[config.mk]
export PLATFORM = sky130hd
export DESIGN_NAME = fsync_rate_gen
export DESIGN_NICKNAME = d
export VERILOG_FILES = /design/src/rtl/fsrg_pkg.sv /design/src/rtl/fsrg_edge_det.sv /design/src/rtl/fsrg_clk_div.sv /design/src/rtl/fsrg_frame_gen.sv /design/src/rtl/fsync_rate_gen.sv
export SDC_FILE = /design/constraint.sdc
export NUM_CORES = 1
export LEC_CHECK = 0
export CAP_MARGIN = 10
export CORE_UTILIZATION = 55
export DETAILED_ROUTE_END_ITERATION = 8
export PLACE_DENSITY = 0.8
export SYNTH_ARGS = -nofsm -noshare
export SYNTH_HDL_FRONTEND = slang
export SYNTH_SLANG_ARGS = --single-unit
[constraint.sdc]
create_clock -name clk -period 3.16 [get_ports clk]
set_input_delay 0.632 -clock clk [delete_from_list [all_inputs] [get_ports clk]]
set_output_delay 0.632 -clock clk [all_outputs]
set_load 0.05 [all_outputs]
[src/rtl/fsrg_pkg.sv]
// Shared types for the frame-sync sample rate generator.
package fsrg_pkg;

    // Source of frame pulse starts.
    typedef enum logic {
        FRAME_FREE = 1'b0,  // internal period counter triggers frames
        FRAME_SYNC = 1'b1   // detected external edges trigger frames
    } fsrg_mode_e;

endpackage

[src/rtl/fsrg_edge_det.sv]
// Synchronizes an asynchronous level into the clk domain through STAGES
// flops and flags its rising edge for one cycle.
// Assumes: async_in may change at any time; STAGES >= 2.
module fsrg_edge_det #(
    parameter int unsigned STAGES = 2
) (
    input  logic clk,
    input  logic rst_n,
    input  logic async_in,
    output logic rise
);

    localparam int unsigned LAST = STAGES - 1;

    // chain_q[0..LAST] synchronizer, chain_q[STAGES] one-cycle history
    logic [STAGES:0] chain_q;

    // Shift the input through the synchronizer and history flop.
    always_ff @(posedge clk) begin
        if (!rst_n) begin
            chain_q <= '0;
        end else begin
            chain_q <= {chain_q[LAST:0], async_in};
        end
    end

    assign rise = chain_q[LAST] & ~chain_q[STAGES];

endmodule

[src/rtl/fsrg_clk_div.sv]
// Divides clk by (div_val + 1) into a registered clkg level. The high phase
// spans (div_val + 2) / 2 cycles. tick marks the edge at which the counter
// returns to zero, which is where clkg rises. reload forces that return.
// Assumes: div_val is held steady outside reset.
module fsrg_clk_div #(
    parameter int unsigned DIV_W = 8
) (
    input  logic             clk,
    input  logic             rst_n,
    input  logic [DIV_W-1:0] div_val,
    input  logic             reload,
    output logic             clkg,
    output logic             tick
);

    localparam int unsigned   HW  = DIV_W + 1;
    localparam logic [DIV_W-1:0] ONE = DIV_W'(1);

    logic [DIV_W-1:0] cnt_q;
    logic [DIV_W-1:0] cnt_nx;
    logic [HW-1:0]    high_len;

    assign high_len = ({1'b0, div_val} + HW'(2)) >> 1;

    // Next count: restart on reload or at the end of the period.
    always_comb begin
        if (reload || (cnt_q >= div_val)) begin
            cnt_nx = '0;
        end else begin
            cnt_nx = cnt_q + ONE;
        end
    end

    assign tick = (cnt_nx == '0);

    // Register the count and the divided clock level.
    always_ff @(posedge clk) begin
        if (!rst_n) begin
            cnt_q <= '0;
            clkg  <= 1'b0;
        end else begin
            cnt_q <= cnt_nx;
            clkg  <= ({1'b0, cnt_nx} < high_len);
        end
    end

    // after a natural wrap the divided clock is high
    p_high_after_wrap_r2: assert property (@(posedge clk) disable iff (!rst_n)
        (div_val != '0) && (cnt_q == div_val) && !reload |=> clkg);

    // a restart leaves the divider at its first count with clkg high
    p_reload_phase_r8: assert property (@(posedge clk) disable iff (!rst_n)
        reload |=> (cnt_q == '0) && clkg);

endmodule

[src/rtl/fsrg_frame_gen.sv]
// Builds the frame pulse from divider ticks. A frame starts on a tick when
// start_req is set, or in periodic mode when per_val + 1 ticks have elapsed.
// It then stays high for wid_val + 1 ticks.
// Assumes: tick is set on every cycle where start_req is set.
module fsrg_frame_gen #(
    parameter int unsigned PER_W = 12,
    parameter int unsigned WID_W = 8
) (
    input  logic             clk,
    input  logic             rst_n,
    input  logic             tick,
    input  logic             start_req,
    input  logic             periodic,
    input  logic [PER_W-1:0] per_val,
    input  logic [WID_W-1:0] wid_val,
    output logic             fsg
);

    localparam logic [PER_W-1:0] P_ONE = PER_W'(1);
    localparam logic [WID_W-1:0] W_ONE = WID_W'(1);

    logic [PER_W-1:0] pcnt_q;
    logic [WID_W-1:0] wleft_q;
    logic             begin_frame;

    assign begin_frame = tick && (start_req || (periodic && (pcnt_q >= per_val)));

    // Count divided-clock periods between periodic frame starts.
    always_ff @(posedge clk) begin
        if (!rst_n) begin
            pcnt_q <= '0;
        end else if (begin_frame) begin
            pcnt_q <= '0;
        end else if (tick && periodic) begin
            pcnt_q <= pcnt_q + P_ONE;
        end
    end

    // Raise the pulse at a frame start and drop it after wid_val + 1 ticks.
    always_ff @(posedge clk) begin
        if (!rst_n) begin
            fsg     <= 1'b0;
            wleft_q <= '0;
        end else if (begin_frame) begin
            fsg     <= 1'b1;
            wleft_q <= wid_val;
        end else if (tick) begin
            if (wleft_q != '0) begin
                wleft_q <= wleft_q - W_ONE;
            end else begin
                fsg <= 1'b0;
            end
        end
    end

    // the frame pulse moves only on divider ticks
    p_fsg_on_tick_r4: assert property (@(posedge clk) disable iff (!rst_n)
        !tick |=> $stable(fsg));

endmodule

[src/rtl/fsync_rate_gen.sv]
// Top of the frame-sync sample rate generator. In free mode the divider
// runs from reset and frames repeat on per_val. In sync mode each
// synchronized rising edge of fsync_in restarts the divider and starts one
// frame, and per_val is unused.
// Assumes: sync_en and the count values change only while reset is held.
module fsync_rate_gen #(
    parameter int unsigned DIV_W       = 8,
    parameter int unsigned PER_W       = 12,
    parameter int unsigned WID_W       = 8,
    parameter int unsigned SYNC_STAGES = 2
) (
    input  logic             clk,
    input  logic             rst_n,
    input  logic             fsync_in,
    input  logic             sync_en,
    input  logic [DIV_W-1:0] div_val,
    input  logic [PER_W-1:0] per_val,
    input  logic [WID_W-1:0] wid_val,
    output logic             clkg,
    output logic             fsg
);

    import fsrg_pkg::*;

    fsrg_mode_e mode;
    logic       restart_q;
    logic       ext_rise;
    logic       reload;
    logic       start_req;
    logic       tick;

    assign mode = sync_en ? FRAME_SYNC : FRAME_FREE;

    // Flag the first cycle after reset so the divider starts in phase.
    always_ff @(posedge clk) begin
        if (!rst_n) begin
            restart_q <= 1'b1;
        end else begin
            restart_q <= 1'b0;
        end
    end

    fsrg_edge_det #(.STAGES(SYNC_STAGES)) edge_i (
        .clk      (clk),
        .rst_n    (rst_n),
        .async_in (fsync_in),
        .rise     (ext_rise)
    );

    assign reload    = restart_q || ((mode == FRAME_SYNC) && ext_rise);
    assign start_req = (mode == FRAME_SYNC) ? ext_rise : restart_q;

    fsrg_clk_div #(.DIV_W(DIV_W)) div_i (
        .clk     (clk),
        .rst_n   (rst_n),
        .div_val (div_val),
        .reload  (reload),
        .clkg    (clkg),
        .tick    (tick)
    );

    fsrg_frame_gen #(.PER_W(PER_W), .WID_W(WID_W)) frame_i (
        .clk       (clk),
        .rst_n     (rst_n),
        .tick      (tick),
        .start_req (start_req),
        .periodic  (mode == FRAME_FREE),
        .per_val   (per_val),
        .wid_val   (wid_val),
        .fsg       (fsg)
    );

    // in sync mode no frame starts without a detected external edge
    p_no_frame_without_edge_r7: assert property (@(posedge clk) disable iff (!rst_n)
        sync_en && !ext_rise |=> !$rose(fsg));

endmodule

==> results by group, run 1 <==
Power
  – Flop pwr share: a little over two fifths
  – Gate power share: 28.2%
  – Pint: 803 uW
  – Worst VDD drop: approximately 0.21 mV
  – Sw power: 340 uW
  – Clk pwr share: 29.4%
  – PD cells: 381 nW/um^2
  – Leakage power: 0.00138 uW
  – Tot Pwr: 1140 uW
  – Switching Share: 29.8%

Layout
  – Share of cells above drive strength 1: between 10% and 20%
  – Commonest cells after routing, fill and taps aside: dfxtp_1 (34), clkdlybuf4s50_1 (33), ha_1 (32)
  – Area grow syn2layout: 22.5%
  – Most common cell after layout, fill and taps aside: dfxtp_1
  – Post-Layout Inst Area: 3000 um^2
  – Antenna diode count: 0
  – Fin nets: 400
  – End-of-flow core utilization: 72.3%
  – Fillers: 334

Synthesis
  – Sequential area share after synthesis: roughly 28%
  – Synthesized area: about 2400 um^2
  – Yosys warning total: 0
  – Multiplexer area fraction after synthesis: less than 1%
  – Top_reg_cell synth: dfxtp_1
  – Synth Area per Inst: around 8.5 um^2
  – Largest family of logic cells by synthesized area: simple AND/OR/NAND/NOR gates
  – Simple-Gate Fraction of Synth Area: 24.8%
  – Net count after synthesis: roughly 350
  – Yosys reg bits: 34
  – Xor/xnor share of the synthesized area: 9.30%
  – Library cells used by synthesis: 50
  – Synth Area in Adders: 16.4%
  – Mapped Cells: about 290
  – Asr flop ratio synth: 0%
  – Post-synthesis compound-gate area fraction: approximately 13%
  – Post-synth EDFFs: 0

Worst setup path
  – Type of the worst setup path: input port to flip-flop
  – CP startpoint kind: input port
  – CP Capture Type: flip-flop
  – Arrival @ worst endpoint: 3.16 ns
  – Worst R2R Start: div_i.cnt_q[2]
  – FF-to-FF End: div_i.clkg
  – Worst Setup SP: div_val[5]
  – Critical Path End: div_i.clkg
  – Maximum fanout along the worst path: 6
  – Worst EP required: roughly 3.4 ns
  – R2R depth: 11
  – Reg2reg setup slack: 0.52 ns

Floorplan
  – Die ar.: 4720 um^2
  – Initial Util: 59.1%
  – Cell row count: 23
  – Die span in x: 68.7 um
  – Die Y-Extent: 68.7 um
  – Top Ports: 34
  – Core area: 4140 um^2

Clocking
  – Latest clock arrival within the worst-skew pair: 0.29 ns
  – Max Buffers Root-to-Sink: 2
  – Clock root buffer: clkbuf_8
  – CTS tree: yes
  – H-tree depth: 2
  – Clk slew on worst S/H paths: 0.07 ns
  – CTS Buf Count: 5
  – # clock sinks: 34
  – Hold-fix buffers, CTS: 0

Placement
  – Gpl congestion: 0.912
  – Detailed-placement wirelength estimate: between 3000 and 4000 um
  – Dpl cell area: 2880 um^2
  – # port buffers: 33

Timing
  – Setup violators final: 0
  – Fin. max-slew vios: 0
  – RSZ-0062 raised after global routing: no
  – Hold Violations, Final: 0
  – Worst-margin pin slew: 0.498 ns
  – Hold WS: about 0.43 ns
  – TNS Setup: 0 ns
  – Slew headroom: 66.7%
  – Period utilisation layout: roughly 94%
  – Tmin final: roughly 3.0 ns
  – Max Clock Freq: 338 MHz
  – Clock skew: around 0.008 ns

Detailed routing
  – Met1 wire length: ~2200 um
  – Antenna Violating Nets Remaining: 0
  – Met2 wire len: 2400 um
  – DRC viols: 0
  – Via density: 5.52
  – Final wirelength: 4850 um
  – WL per Instance: 12.5 um
  – DR top layer: met4
  – Met3 wire len: 164 um
  – Via count: 2135
  – First-pass DRT Iterations: 4
  – Iter 0 DRT Violations: 84

GRT
  – Total GRT Usage: 23.3%
  – Initial antenna violation count: 0
  – Total congestion overflow: 0
  – First-pass GRT wire length: 8240 um
  – Vias in the first global route: 2014
  – Largest net degree at the start of global routing: 13

Worst hold path
  – Hold Path Class: flip-flop to flip-flop

Outcome
  – Run status: finished, final reports clean

Flow run
  – Max Cap Viol: 0
-- stage by stage --
step                      std cells  setup WS (ns)
after floorplan                 289          0.262
after global placement          378         -0.124
after detailed placement        378         -0.274
after CTS                       386         0.0404
after global routing            387        0.00573
final                           387          0.198
-- flip-flops by register name (all words and copies together) (netlist names) --
signal           count
div_i.clkg           1
frame_i.pcnt_q      12
frame_i.fsg          1
restart_q            1
frame_i.wleft_q      8
edge_i.chain_q       3
div_i.cnt_q          8
-- cell usage after synthesis, drive strengths merged, types with 3 or more instances --
library cell / instances / area, um^2
a21oi: 11 / 55.1
nand3b: 3 / 22.5
buf: 8 / 65.1
o21ai: 11 / 55.1
dfxtp: 34 / 681
a211oi: 4 / 35.0
ha: 32 / 400
xor2: 11 / 96.3
nand2b: 3 / 18.8
xnor2: 15 / 131
and2: 3 / 18.8
or3: 3 / 18.8
inv: 30 / 113
nand3: 15 / 80.1
a21o: 7 / 52.6
nor2b: 3 / 26.3
nand4: 11 / 68.8
nor2: 32 / 120
and3: 5 / 31.3
nand2: 12 / 45.0
nor3: 7 / 35.0
nor4b: 3 / 56.3
-- final cells by class --
class	count	area, um^2	share of cell area [%]
Multi-Input combinational cell	216	1600	53.3
Clock inverter	2	12.5	0.417
Timing Repair Buffer	49	450	15.0
Clock buffer	6	82.6	2.75
Tap cell	50	62.6	2.09
Inverter	30	113	3.76
Sequential cell	34	681	22.7
-- timing repair --
action                     in CTS  in global routing
gates resized for setup         0                  4
buffers inserted                0                  1
setup endpoints to repair       0                  1
-- layer usage --
layer / vias to the layer above / global-route usage (%)
li1: 1108 / -
met1: 977 / 26.4
met2: 39 / 42.5
met3: 11 / 4.61
met4: 0 / 8.67
met5: - / 0
-- power by group through the flow --
stage	clock network, uW	registers, uW	logic [uW]
final	336	485	322
after global routing	355	491	365
after CTS	344	486	320
after detailed placement	0	495	318
after global placement	0	495	310
after floorplan	0	496	218
-- how the worst min path moves through the flow --
stage | from | endpoint | cells after the start
final | edge_i.chain_q[0] | edge_i.chain_q[1] | 1
after detailed placement | edge_i.chain_q[0] | edge_i.chain_q[1] | 1
after global placement | edge_i.chain_q[0] | edge_i.chain_q[1] | 1
after global routing | edge_i.chain_q[0] | edge_i.chain_q[1] | 1
after CTS | edge_i.chain_q[0] | edge_i.chain_q[1] | 1
after floorplan | edge_i.chain_q[0] | edge_i.chain_q[1] | 1
-- kinds of logic after synthesis --
group,Yosys count
flops,34
mux,2
simple gates,108
fa+ha+maj,32
xor+xnor,26
buf+inv,39
compound gates,48
-- worst max-delay path, stage by stage --
cell             delay (ns)
clkdlybuf4s50_1        0.48
inv_1                  0.06
ha_1                   0.31
a21oi_1                0.18
nor2b_1                0.07
o21ai_2                0.14
nand3_2                0.16
nor2_2                 0.13
ha_1                   0.23
o21a_1                 0.16
o21ai_0                0.13
a21oi_1                0.06
o211a_1                0.20
nor4_1                 0.20
Power figures use the tool's default switching activity.
==> inputs of run 2 (changes only) <==
--- a/config.mk
+++ b/config.mk
@@ -6,9 +6,8 @@
 export NUM_CORES = 1
 export LEC_CHECK = 0
 export CAP_MARGIN = 10
-export CORE_UTILIZATION = 55
+export CORE_UTILIZATION = 30
 export DETAILED_ROUTE_END_ITERATION = 8
-export PLACE_DENSITY = 0.8
 export SYNTH_ARGS = -nofsm -noshare
 export SYNTH_HDL_FRONTEND = slang
 export SYNTH_SLANG_ARGS = --single-unit
==> run 2 against run 1 <==
Net effect: sequential share of layout area decreased by 0.41 points; non-clock buffer count increased by 2; final cell count up 14%; first-iteration DRC count fell by 43%; global-route usage decreased by 10 points; clock skew decreased by 0.0022 ns; sequential cell count unchanged; wire length increased by 3.6%; utilization is 33 points lower; largest cell class unchanged; highest routed layer unchanged.
==> results by group, run 2 (synthesis gave the netlist of run 1 again) <==
Outcome
  – Run status: finished, final reports clean

Worst hold path
  – Hold Path Class: flip-flop to flip-flop

Layout
  – Max reg flops: 12
  – Antenna diode count: 0
  – Biggest regs: frame_i.pcnt_q (12), div_i.cnt_q (8), frame_i.wleft_q (8)
  – Fillers: 832
  – Non-Filler Instances: 440
  – Commonest cells after routing, fill and taps aside: dfxtp_1 (34), clkdlybuf4s50_1 (33), nor2_1 (32), ha_1 (32), inv_1 (30)
  – Share of cells above drive strength 1: under 10%
  – Largest register by flop count: frame_i.pcnt_q
  – Fin nets: 402
  – Most common cell after layout, fill and taps aside: dfxtp_1
  – Area grow syn2layout: 24.7%

GRT
  – Largest net degree at the start of global routing: 17
  – Vias in the first global route: 2159
  – First-pass GRT wire length: 9060 um
  – Total congestion overflow: 0
  – Total GRT Usage: a little over an eighth
  – Initial antenna violation count: 0

Placement
  – Detailed-placement wirelength estimate: 3990 um
  – # port buffers: 33
  – Placed cells: 433
  – Pre-CTS WS: -0.158 ns
  – Gpl congestion: 0.823

Detailed routing
  – Antenna Violating Nets Remaining: 0
  – WL per Instance: around 11 um
  – Via count: 2086
  – Via density: about 4.7
  – First-pass DRT Iterations: 4
  – Final wirelength: 5020 um
  – DRC viols: 0
  – Iter 0 DRT Violations: 48

Worst setup path
  – CP startpoint kind: input port
  – Reg2reg setup slack: 0.46 ns
  – Worst R2R Start: div_i.cnt_q[2]
  – Arrival @ worst endpoint: 3.16 ns
  – Maximum fanout along the worst path: 5
  – Critical Path End: div_i.clkg
  – Worst EP required: ~3.3 ns
  – Type of the worst setup path: input port to flip-flop
  – Worst Setup SP: div_val[2]
  – FF-to-FF End: div_i.clkg
  – R2R depth: 11
  – CP Capture Type: flip-flop

Timing
  – Fin. max-slew vios: 0
  – PnR worst setup slack: between 0.15 and 0.2 ns
  – Clock skew: roughly 0.0058 ns
  – Slew headroom: approximately 67%
  – TNS Setup: 0 ns
  – Max Clock Freq: 336 MHz
  – Tmin final: 2.98 ns
  – Worst-margin pin slew: 0.492 ns
  – Period utilisation layout: 94.2%
  – Setup violators final: 0
  – RSZ-0062 raised after global routing: no
  – Hold Violations, Final: 0

Floorplan
  – Core area: 7810 um^2
  – Die span in x: 92.3 um
  – Die Y-Extent: 92.3 um
  – Initial Util: 31.3%
  – Die ar.: 8520 um^2
  – Top Ports: 34
  – Cell row count: 32

Power
  – Leakage power: 0.00138 uW
  – Worst VDD drop: 0.150 mV
  – PD cells: 362 nW/um^2

Clocking
  – CTS tree: yes
  – # clock sinks: 34
  – Hold-fix buffers, CTS: 0
  – CTS Buf Count: 5
  – Max Buffers Root-to-Sink: 2
  – H-tree depth: 2
  – Clk slew on worst S/H paths: roughly 0.06 ns
  – Clock root buffer: clkbuf_8
  – Latest clock arrival within the worst-skew pair: 0.28 ns

Flow run
  – Max Cap Viol: 0
-- run 2: worst min-delay path by stage --
| stage | startpoint | to | slack, ns | cells after the start |
|---|---|---|---|---|
| 2_1_floorplan | edge_i.chain_q[0] | edge_i.chain_q[1] | 0.41 | 1 |
| 3_3_place_gp | edge_i.chain_q[0] | edge_i.chain_q[1] | 0.44 | 1 |
| 3_5_place_dp | edge_i.chain_q[0] | edge_i.chain_q[1] | 0.44 | 1 |
| 4_1_cts | edge_i.chain_q[0] | edge_i.chain_q[1] | 0.45 | 1 |
| 5_1_grt | edge_i.chain_q[0] | edge_i.chain_q[1] | 0.48 | 1 |
| 6_report | edge_i.chain_q[0] | edge_i.chain_q[1] | 0.44 | 1 |
-- run 2: through the flow --
step / hold slack (ns) / instance area [um^2] / power, uW / utilization, %
floorplan: 0.412 / 2450 / 714 / -
global placement: 0.439 / 2970 / 814 / 38.1
detailed placement: 0.439 / 2970 / 818 / 38.1
CTS: 0.454 / 3050 / 1120 / 39.0
global route: 0.477 / 3050 / 1180 / 39.1
finish: 0.445 / 3050 / 1100 / 39.1
-- run 2: layout make-up --
cell class	count	area [um^2]	area share (%)
clock buffer	7	76.3	2.50
tap	102	128	4.18
timing repair buffer	51	465	15.2
multi-input combinational	216	1590	52.1
sequential	34	681	22.3
inverter	30	113	3.69
-- run 2: metal layers --
metal  track usage, %  vias up  wire [um]
met1             14.9      947       2370
met3             3.12        5        169
met4             4.82        0         57
met2             23.8       24       2430
li1                 -     1110          -
met5                0        -          0
-- run 2: where the power goes --
part           leakage (uW)  switching (uW)  internal, uW
clock network     0.0000383             145           152
registers          0.000278            25.4           462
logic               0.00107             154           168
total               0.00138             323           782
-- run 2: what timing repair did --
item / 4_1_cts / 5_1_grt
gates resized for setup: 0 / 2
setup buffers: 0 / 0
endpoints found under the setup margin: 0 / 1
-- run 2: critical path, stage by stage --
cell and delay [ns]:
clkdlybuf4s50_1 0.48, inv_1 0.06, ha_1 0.30, a211oi_1 0.24, a211o_1 0.20, nand3_2 0.12
nor2_1 0.12, ha_1 0.23, o21a_1 0.17, o21ai_0 0.13, a21oi_1 0.06, o211a_1 0.21
nor4_1 0.21
==> inputs of run 3 (changes only) <==
--- a/config.mk
+++ b/config.mk
@@ -8,6 +8,7 @@
 export CAP_MARGIN = 10
 export CORE_UTILIZATION = 30
 export DETAILED_ROUTE_END_ITERATION = 8
+export SKIP_CTS_REPAIR_TIMING = 1
 export SYNTH_ARGS = -nofsm -noshare
 export SYNTH_HDL_FRONTEND = slang
 export SYNTH_SLANG_ARGS = --single-unit
==> results of run 3 <==
No change in the layout: final DEF, timing and power equal those of run 2.
